File: src/rtl/rpg_pkg.sv
package rpg_pkg;

    localparam int unsigned NUM_RST      = 5;
    localparam int unsigned NUM_PG       = 2;
    // index of the first output that also follows the PCI reset input
    localparam int unsigned GRP_B_FIRST  = 3;
    localparam int unsigned DLY_CODE_W   = 2;

    typedef enum logic [DLY_CODE_W-1:0] {
        DLY_1_STEP = 2'd0,
        DLY_2_STEP = 2'd1,
        DLY_3_STEP = 2'd2,
        DLY_4_STEP = 2'd3
    } dly_code_e;

    typedef struct packed {
        logic      ctl_to_rst;
        dly_code_e dly;
    } rpg_cfg_t;

    localparam rpg_cfg_t CFG_RESET = '{ctl_to_rst: 1'b1, dly: DLY_4_STEP};

    typedef struct packed {
        logic rstctl_n;
        logic lpc_n;
        logic pcin_n;
    } rst_src_t;

    // level of one reset output given its sources and group
    function automatic logic rst_level(rst_src_t s, logic ctl_to_rst, logic grp_b);
        logic lvl;
        lvl = s.lpc_n;
        if (ctl_to_rst) lvl = lvl & s.rstctl_n;
        if (grp_b)      lvl = lvl & s.pcin_n;
        return lvl;
    endfunction

    function automatic int unsigned dly_steps(dly_code_e c);
        return int'(c) + 1;
    endfunction

endpackage

File: src/rtl/rpg_cfg_reg.sv
module rpg_cfg_reg
    import rpg_pkg::*;
(
    input  logic       clk,
    input  logic       rst,
    input  logic       we,
    input  logic       ctl_to_rst_wd,
    input  logic [1:0] dly_wd,
    output rpg_cfg_t   cfg_q
);

    always_ff @(posedge clk) begin
        if (rst) begin
            cfg_q <= CFG_RESET;
        end else if (we) begin
            cfg_q.ctl_to_rst <= ctl_to_rst_wd;
            cfg_q.dly        <= dly_code_e'(dly_wd);
        end
    end

endmodule

File: src/rtl/rpg_ms_tick.sv
module rpg_ms_tick #(
    parameter int unsigned TICKS_PER_MS = 33
) (
    input  logic clk,
    input  logic rst,
    input  logic run,
    output logic tick
);

    generate
        if (TICKS_PER_MS <= 1) begin : g_every_cycle
            assign tick = run;
        end else begin : g_divider
            localparam int unsigned CW = $clog2(TICKS_PER_MS);
            localparam logic [CW-1:0] LAST = CW'(TICKS_PER_MS - 1);
            logic [CW-1:0] cnt_q;

            assign tick = run && (cnt_q == LAST);

            always_ff @(posedge clk) begin
                if (rst || !run) begin
                    cnt_q <= '0;
                end else if (cnt_q == LAST) begin
                    cnt_q <= '0;
                end else begin
                    cnt_q <= cnt_q + 1'b1;
                end
            end
        end
    endgenerate

endmodule

File: src/rtl/rpg_pg_timer.sv
module rpg_pg_timer
    import rpg_pkg::*;
#(
    parameter int unsigned TICKS_PER_MS = 33,
    parameter int unsigned MS_PER_STEP  = 100
) (
    input  logic      clk,
    input  logic      rst,
    input  logic      supply_ok,
    input  dly_code_e dly,
    output logic      done
);

    localparam int unsigned MAX_MS = 4 * MS_PER_STEP;
    localparam int unsigned MS_W   = $clog2(MAX_MS + 1);

    logic            tick;
    logic [MS_W-1:0] ms_q;
    logic [MS_W-1:0] target;

    rpg_ms_tick #(.TICKS_PER_MS(TICKS_PER_MS)) u_tick (
        .clk  (clk),
        .rst  (rst),
        .run  (supply_ok),
        .tick (tick)
    );

    assign target = MS_W'(dly_steps(dly) * MS_PER_STEP);
    assign done   = supply_ok && (ms_q >= target);

    always_ff @(posedge clk) begin
        if (rst || !supply_ok) begin
            ms_q <= '0;
        end else if (tick && (ms_q < target)) begin
            ms_q <= ms_q + 1'b1;
        end
    end

endmodule

File: src/rtl/rpg_rst_fanout.sv
module rpg_rst_fanout
    import rpg_pkg::*;
(
    input  logic               clk,
    input  logic               rst,
    input  rst_src_t           src,
    input  logic               ctl_to_rst,
    output logic [NUM_RST-1:0] rst_out_n
);

    generate
        for (genvar i = 0; i < NUM_RST; i++) begin : g_out
            localparam logic IN_B = (i >= GRP_B_FIRST);
            always_ff @(posedge clk) begin
                if (rst) begin
                    rst_out_n[i] <= 1'b0;
                end else begin
                    rst_out_n[i] <= rst_level(src, ctl_to_rst, IN_B);
                end
            end
        end
    endgenerate

endmodule

File: src/rtl/rst_pg_dist.sv
module rst_pg_dist
    import rpg_pkg::*;
#(
    parameter int unsigned TICKS_PER_MS = 33,
    parameter int unsigned MS_PER_STEP  = 100
) (
    input  logic                 clk,
    input  logic                 rst,
    input  logic                 cfg_we,
    input  logic                 cfg_ctl_to_rst,
    input  logic [1:0]           cfg_dly_code,
    input  logic                 rstctl_n,
    input  logic                 lpc_rst_n,
    input  logic                 pci_rst_in_n,
    input  logic                 supply_ok,
    output logic [NUM_RST-1:0]   pci_rst_n,
    output logic [NUM_PG-1:0]    pwr_good
);

    rpg_cfg_t cfg_q;
    rst_src_t src;
    logic     ctl_to_rst_q;
    logic     dly_done;
    logic     pg_next;

    rpg_cfg_reg u_cfg (
        .clk           (clk),
        .rst           (rst),
        .we            (cfg_we),
        .ctl_to_rst_wd (cfg_ctl_to_rst),
        .dly_wd        (cfg_dly_code),
        .cfg_q         (cfg_q)
    );

    assign ctl_to_rst_q = cfg_q.ctl_to_rst;
    assign src = '{rstctl_n: rstctl_n, lpc_n: lpc_rst_n, pcin_n: pci_rst_in_n};

    rpg_rst_fanout u_fan (
        .clk        (clk),
        .rst        (rst),
        .src        (src),
        .ctl_to_rst (ctl_to_rst_q),
        .rst_out_n  (pci_rst_n)
    );

    rpg_pg_timer #(
        .TICKS_PER_MS (TICKS_PER_MS),
        .MS_PER_STEP  (MS_PER_STEP)
    ) u_timer (
        .clk       (clk),
        .rst       (rst),
        .supply_ok (supply_ok),
        .dly       (cfg_q.dly),
        .done      (dly_done)
    );

    // reset-control pin gates power-good only when routed away from resets
    assign pg_next = dly_done && (ctl_to_rst_q || rstctl_n);

    generate
        for (genvar p = 0; p < NUM_PG; p++) begin : g_pg
            always_ff @(posedge clk) begin
                if (rst) pwr_good[p] <= 1'b0;
                else     pwr_good[p] <= pg_next;
            end
        end
    endgenerate

endmodule

File: config.mk
export PLATFORM = sky130hd
export DESIGN_NAME = rst_pg_dist
export DESIGN_NICKNAME = d
export VERILOG_FILES = /design/src/rtl/rpg_pkg.sv /design/src/rtl/rpg_cfg_reg.sv /design/src/rtl/rpg_ms_tick.sv /design/src/rtl/rpg_pg_timer.sv /design/src/rtl/rpg_rst_fanout.sv /design/src/rtl/rst_pg_dist.sv
export SDC_FILE = /design/constraint.sdc
export NUM_CORES = 1
export LEC_CHECK = 0
export ABC_AREA = 1
export BUFFER_PORTS_ARGS = -buffer_cell sky130_fd_sc_hd__buf_2
export CORE_ASPECT_RATIO = 0.75
export CORE_MARGIN = 2
export CORE_UTILIZATION = 44
export CTS_CLUSTER_SIZE = 8
export DETAILED_ROUTE_END_ITERATION = 10
export GPL_TIMING_DRIVEN = 1
export PLACE_DENSITY = 0.7
export RECOVER_POWER = 100
export SETUP_SLACK_MARGIN = 0.05
export SLEW_MARGIN = 20
export SYNTH_ARGS = -nofsm -noshare
export SYNTH_HDL_FRONTEND = slang
export SYNTH_HIERARCHICAL = 1
export SYNTH_SLANG_ARGS = --single-unit
File: constraint.sdc
create_clock -name clk -period 2.8 [get_ports clk]
set_input_delay 0.56 -clock clk [delete_from_list [all_inputs] [get_ports clk]]
set_output_delay 0.56 -clock clk [all_outputs]
set_load 0.1 [all_outputs]
Word-level counts from Yosys, hierarchy flattened
Cells that the tools add are included.
{"block": "word_totals", "reg_bits": 21, "inputBits": 10, "output_inout_bits": 7}
{"block": "classes", "add_sub_neg": 3, "n_mul": 1, "n_lt_le_gt_ge": 2, "n_eq_ne": 1, "n_mux": 2, "n_bitwise": 2, "n_reduce_logical": 8}
{"operator": "$mul A32 B5 Y7 const B", "count": 1}
{"operator": "$add A9 B1 Y9 const B", "count": 1}
{"operator": "$ge A9 B9 Y1", "count": 1}
{"operator": "$lt A9 B9 Y1", "count": 1}
{"operator": "$add A6 B1 Y6 const B", "count": 1}
{"operator": "$eq A6 B6 Y1 const B", "count": 1}
{"operator": "$logic_and A1 B1 Y1", "count": 4}
{"operator": "$add A2 B1 Y3 const B", "count": 1}
{"operator": "$and A1 B1 Y1", "count": 2}
{"operator": "$logic_or A1 B1 Y1", "count": 2}
{"operator": "$mux W1", "count": 2}
{"operator": "$reduce_or A2 Y1", "count": 1}
{"operator": "$logic_not A1 Y1", "count": 1}

Logic depth before layout (Yosys ltp)
{"block": "depth", "ltp_word": 5, "ltp_mapped": 13, "ltp_nobuf": 12}

By module
Netlist, hierarchy kept.
{"module": "rpg_pg_timer", "instances": 1, "cells_each": 131, "area_each_um2": 852.1, "seq_area_each_um2": 180.2}
{"module": "rpg_ms_tick", "instances": 1, "cells_each": 36, "area_each_um2": 285.3, "seq_area_each_um2": 120.1}
{"module": "rpg_cfg_reg", "instances": 1, "cells_each": 14, "area_each_um2": 105.1, "seq_area_each_um2": 60.1}
{"module": "rpg_rst_fanout", "instances": 1, "cells_each": 13, "area_each_um2": 97.6, "seq_area_each_um2": 40.0}
{"module": "rst_pg_dist", "instances": 1, "cells_each": 6, "area_each_um2": 42.5, "seq_area_each_um2": 20.0}

Worst setup path after synthesis
No wires, ideal clock.
{"block": "synth_path", "path_kind": "register to register", "startpoint": "reg u_cfg/cfg_q[0] (netlist name)", "endpoint": "reg pwr_good[1]", "setup_ps": 113, "arrival_time_ps": 1885, "t_required_ps": 2687, "slack_ps": 802, "stages_incl_launch_ff": 14, "n_path_buf": 1, "cell_sequence": "dfxtp_1 -> inv_1 -> ha_1 -> xor2_1 -> ha_1 -> nand2_1 -> nand2_1 -> a21oi_4 -> buf_6 -> nand3_1 -> nand2_1 -> inv_1 -> nand2_1 -> nor2_1"}
{"block": "synth_via", "elab_chain_len": 5}
{"item": "$add A2 B1 Y3", "line_no": "rpg_pkg.sv:39", "rtl": "return int'(c) + 1;"}
{"item": "$mul A32 B5 Y7", "line_no": "rpg_pg_timer.sv:28", "rtl": "assign target = MS_W'(dly_steps(dly) * MS_PER_STEP);"}
{"item": "$ge A9 B9 Y1", "line_no": "rpg_pg_timer.sv:29", "rtl": "assign done = supply_ok && (ms_q >= target);"}
{"item": "$logic_and A1 B1 Y1", "line_no": "rpg_pg_timer.sv:29"}
{"item": "named net dly_done", "line_no": "rst_pg_dist.sv:23", "rtl": "logic dly_done;"}
{"item": "$logic_and A1 B1 Y1", "line_no": "rst_pg_dist.sv:58", "rtl": "assign pg_next = dly_done && (ctl_to_rst_q || rstctl_n);"}
{"item": "end signal, assigned by index", "line_no": "rst_pg_dist.sv:64", "rtl": "else pwr_good[p] <= pg_next;"}
{"item": "end, declared", "line_no": "rst_pg_dist.sv:17", "rtl": "output logic [NUM_PG-1:0] pwr_good"}
The timed path passes the listed nets, and every way through them passes these cells.
A chain may end at the register's enable or synchronous reset.

Worst setup path in the final report
{"block": "layout_path", "startpoint": "reg u_cfg/cfg_q[0] (netlist name)", "endpoint": "reg u_timer.ms_q[5]"}
{"block": "layout_via", "elab_chain_len": 4}
{"item": "$add A2 B1 Y3", "line_no": "rpg_pkg.sv:39"}
{"item": "$mul A32 B5 Y7", "line_no": "rpg_pg_timer.sv:28"}
{"item": "$lt A9 B9 Y1", "line_no": "rpg_pg_timer.sv:34", "rtl": "end else if (tick && (ms_q < target)) begin"}
{"item": "$logic_and A1 B1 Y1", "line_no": "rpg_pg_timer.sv:34"}
{"item": "end signal, assigned", "line_no": "rpg_pg_timer.sv:35", "rtl": "ms_q <= ms_q + 1'b1;"}
{"item": "end, declared", "line_no": "rpg_pg_timer.sv:18", "rtl": "logic [MS_W-1:0] ms_q;"}
Every way passes these cells.

==> results.json <==
{
  "drive_gt1_share_pct": 10.7,
  "pin_count": 17,
  "powerDensity_nw_per_um2": 406,
  "htree_levels": 1,
  "syn_to_final_growth_pct": 6.79,
  "cts_root_buffer": "clkbuf_8",
  "swShare_pct": 28.4,
  "ir_worst_vdd_mv": 0.184,
  "post_cts_buffers": 0,
  "worstHoldStart": "u_timer/u_tick/g_divider.cnt_q[0]",
  "p_int_w": 0.000429,
  "cts_resized": 0,
  "antennaDiodeCount": 0,
  "hold_end": "u_timer/u_tick/g_divider.cnt_q[0]",
  "slew_headroom_pct": 22.4,
  "ff_latch_area_um2": 420,
  "max_stage_delay_ns": 0.41,
  "die_area_um2": 3610,
  "min_period_ns": 2.36,
  "clk_pin_slew_ns": 0.08,
  "finalSetupViolCount": 0,
  "r2r_start": "u_cfg/cfg_q[0]",
  "p_leak_nw": 0.767,
  "synth.avg_cell_area_um2": 6.91,
  "post_drt_wl_per_cell_um": 9.45,
  "period_share_pct": 84.3,
  "rsz0062_at_grt": "no",
  "synth-seq-cells": 21,
  "die_y_um": 52.5,
  "fin_nets": 240,
  "hpwl_mm": 1.86,
  "nFillCells": 300,
  "synthTopCellsByArea": "dfxtp_1, ha_1, nand2_1",
  "pwr-share-seq_pct": 51.8,
  "overflow": 0,
  "synth_cell_type_count": 19,
  "numCtsBuffers": 3,
  "outcome": "complete, no violations",
  "fin_skew_ns": 0.00470,
  "initial_core_util_pct": 46.4,
  "placed_cell_area_um2": 1460,
  "worst_path_max_delay_cell": "dfxtp_1",
  "final_area_um2": 1480,
  "rows": 17,
  "yosys_warnings": 6,
  "critPathArrivalTime_ns": 2.53,
  "cp.required_ns": 2.97,
  "syn-num-nets": 225,
  "drt_iter0_drc": 38,
  "placed_cells": 248,
  "grt_pass1_wl_mm": 4.06,
  "worst_pin_slew_ns": 1.17,
  "drt_first_pass_iters": 4,
  "antenna_found_initial": 0,
  "path_buf_inv": 1,
  "grt.total_usage_pct": 15.3,
  "path_delay_family": "simple AND/OR/NAND/NOR gates",
  "syn_area_um2": 1380,
  "yosysTopAreaCell": "dfxtp_1",
  "postCtsHoldBufs": 0,
  "portBuffers": 16,
  "core_um2": 2980,
  "instances_no_fill": 252,
  "place_congestion": 0.755,
  "drv_cap": 0,
  "drcViolationCount": 0,
  "clock_path_buffers": 2,
  "cp-end-kind": "flop",
  "max_clock_freq_ghz": 0.424,
  "die-width_um": 68.7,
  "cts_sinks": 21,
  "r2r_end": "u_timer/ms_q[5]",
  "power_w": 0.000599,
  "rr_worst_depth": 10,
  "grt_pass1_vias": 950,
  "vias_per_cell": 4.49,
  "multiInputGateArea_um2": 746,
  "worstSetupStartpointType": "flop",
  "ant_nets": 0,
  "vias": 1131,
  "p_comb_share_pct": 14.4,
  "worstSkewPairLatency_ns": 0.27,
  "hp-class": "reg -> reg",
  "worstPathCellList": "inv_1, ha_1, xor2_1, ha_1, nand2_1, nand2_1, a21oi_4, nand3_1, nor2_1, nor2_1",
  "r2r_slack_ns": 0.44,
  "tritoncts": "done",
  "worstSetupPathType": "reg -> reg",
  "routed_wl_mm": 2.38,
  "synth_top_area_share_pct": 30.4,
  "switchingPower_w": 0.000170,
  "clkPwrFrac_pct": 33.9,
  "syn_inst": 200,
  "synth_seq_area_share_pct": 30.4,
  "hold_viol": 0,
  "grt_max_degree": 13,
  "finalMaxSlewViolations": 0,
  "min_path_cells": 1,
  "crit_fanout": 11,
  "setup_tns_ns": 0
}
## cell usage in the layout (no fill, tap or decap)
cell and count:
a21oi_1 2, a21oi_4 1, buf_2 8, clkbuf_1 8, clkbuf_8 3, clkinv_2 1, dfxtp_1 21, ha_1 15
inv_1 37, inv_2 2, nand2_1 45, nand2_2 2, nand3_1 15, nand3_2 1, nand4_1 5, nor2_1 33
nor2_2 5, nor3_1 2, o21bai_1 1, xnor2_1 1, xor2_1 6
## cell usage after synthesis
cell       n
xor2_1     6
nand4_1    5
inv_2      2
xnor2_1    1
nand2_2    3
buf_4      4
nor2_1    33
dfxtp_1   21
nand3_1   12
ha_1      15
nor2_2     5
a21oi_4    1
o21bai_1   1
nand3_2    4
buf_6      2
nand2_1   44
nor3_1     2
a21oi_1    2
inv_1     37
## final cells by class
| type | count | share of cell area [%] |
|---|---|---|
| clock inverter | 1 | 0.339 |
| inverter | 39 | 9.92 |
| tap | 38 | 3.22 |
| clock buffer | 3 | 2.80 |
| sequential | 21 | 28.5 |
| multi-input combinational | 134 | 50.5 |
| timing repair buffer | 16 | 4.75 |
## sequential cells by signal, summed over array words and instances, names as in the netlist
register	count
u_fan/rst_out_n	2
u_timer/u_tick/g_divider.cnt_q	6
pwr_good	1
u_cfg/cfg_q	3
u_timer/ms_q	9
## worst max-delay path by stage
stage / from / endpoint / cells after the start
finish: u_cfg/cfg_q[0] / u_timer/ms_q[5] / 10
global route: u_cfg/cfg_q[0] / u_timer/ms_q[1] / 11
CTS: u_cfg/cfg_q[0] / u_timer/ms_q[1] / 11
detailed placement: u_cfg/cfg_q[0] / u_timer/ms_q[5] / 10
global placement: u_cfg/cfg_q[0] / u_timer/ms_q[2] / 10
floorplan: u_cfg/cfg_q[0] / pwr_good[1] / 13
## stage by stage
stage	hold WS [ns]	util (%)	setup slack (ns)
floorplan	0.430	-	0.802
global placement	0.446	48.9	0.580
detailed placement	0.457	48.9	0.498
CTS	0.478	50.5	0.493
global route	0.512	49.6	0.155
finish	0.474	49.6	0.440
## cells by family (layout without fill, tap and decap cells)
logic type,after synthesis,after routing,synth area share (%)
fa+ha+maj,15,15,13.6
xor+xnor,7,7,4.43
simple gates,108,108,34.8
compound gates,4,4,2.44
buf+inv,45,59,14.4
flops,21,21,30.4
## per-layer routing
| layer | track usage, % | up-vias | wire length, µm | share of wire (%) |
|---|---|---|---|---|
| li1 | - | 627 | - | - |
| met1 | 21.3 | 483 | 1300 | 55 |
| met2 | 22.3 | 17 | 946 | 40 |
| met3 | 3.87 | 4 | 97 | 4.1 |
| met4 | 5.88 | 0 | 39 | 1.6 |
| met5 | 0 | - | 0 | 0 |
## power groups by stage
stage | clock network, W | registers, W | logic, W
floorplan | 0 | 0.000326 | 0.0000615
global placement | 0 | 0.000317 | 0.0000876
detailed placement | 0 | 0.000317 | 0.0000885
CTS | 0.000216 | 0.000310 | 0.0000887
global route | 0.000220 | 0.000311 | 0.0000972
finish | 0.000203 | 0.000310 | 0.0000860
(Power assumes the default switching activity.)
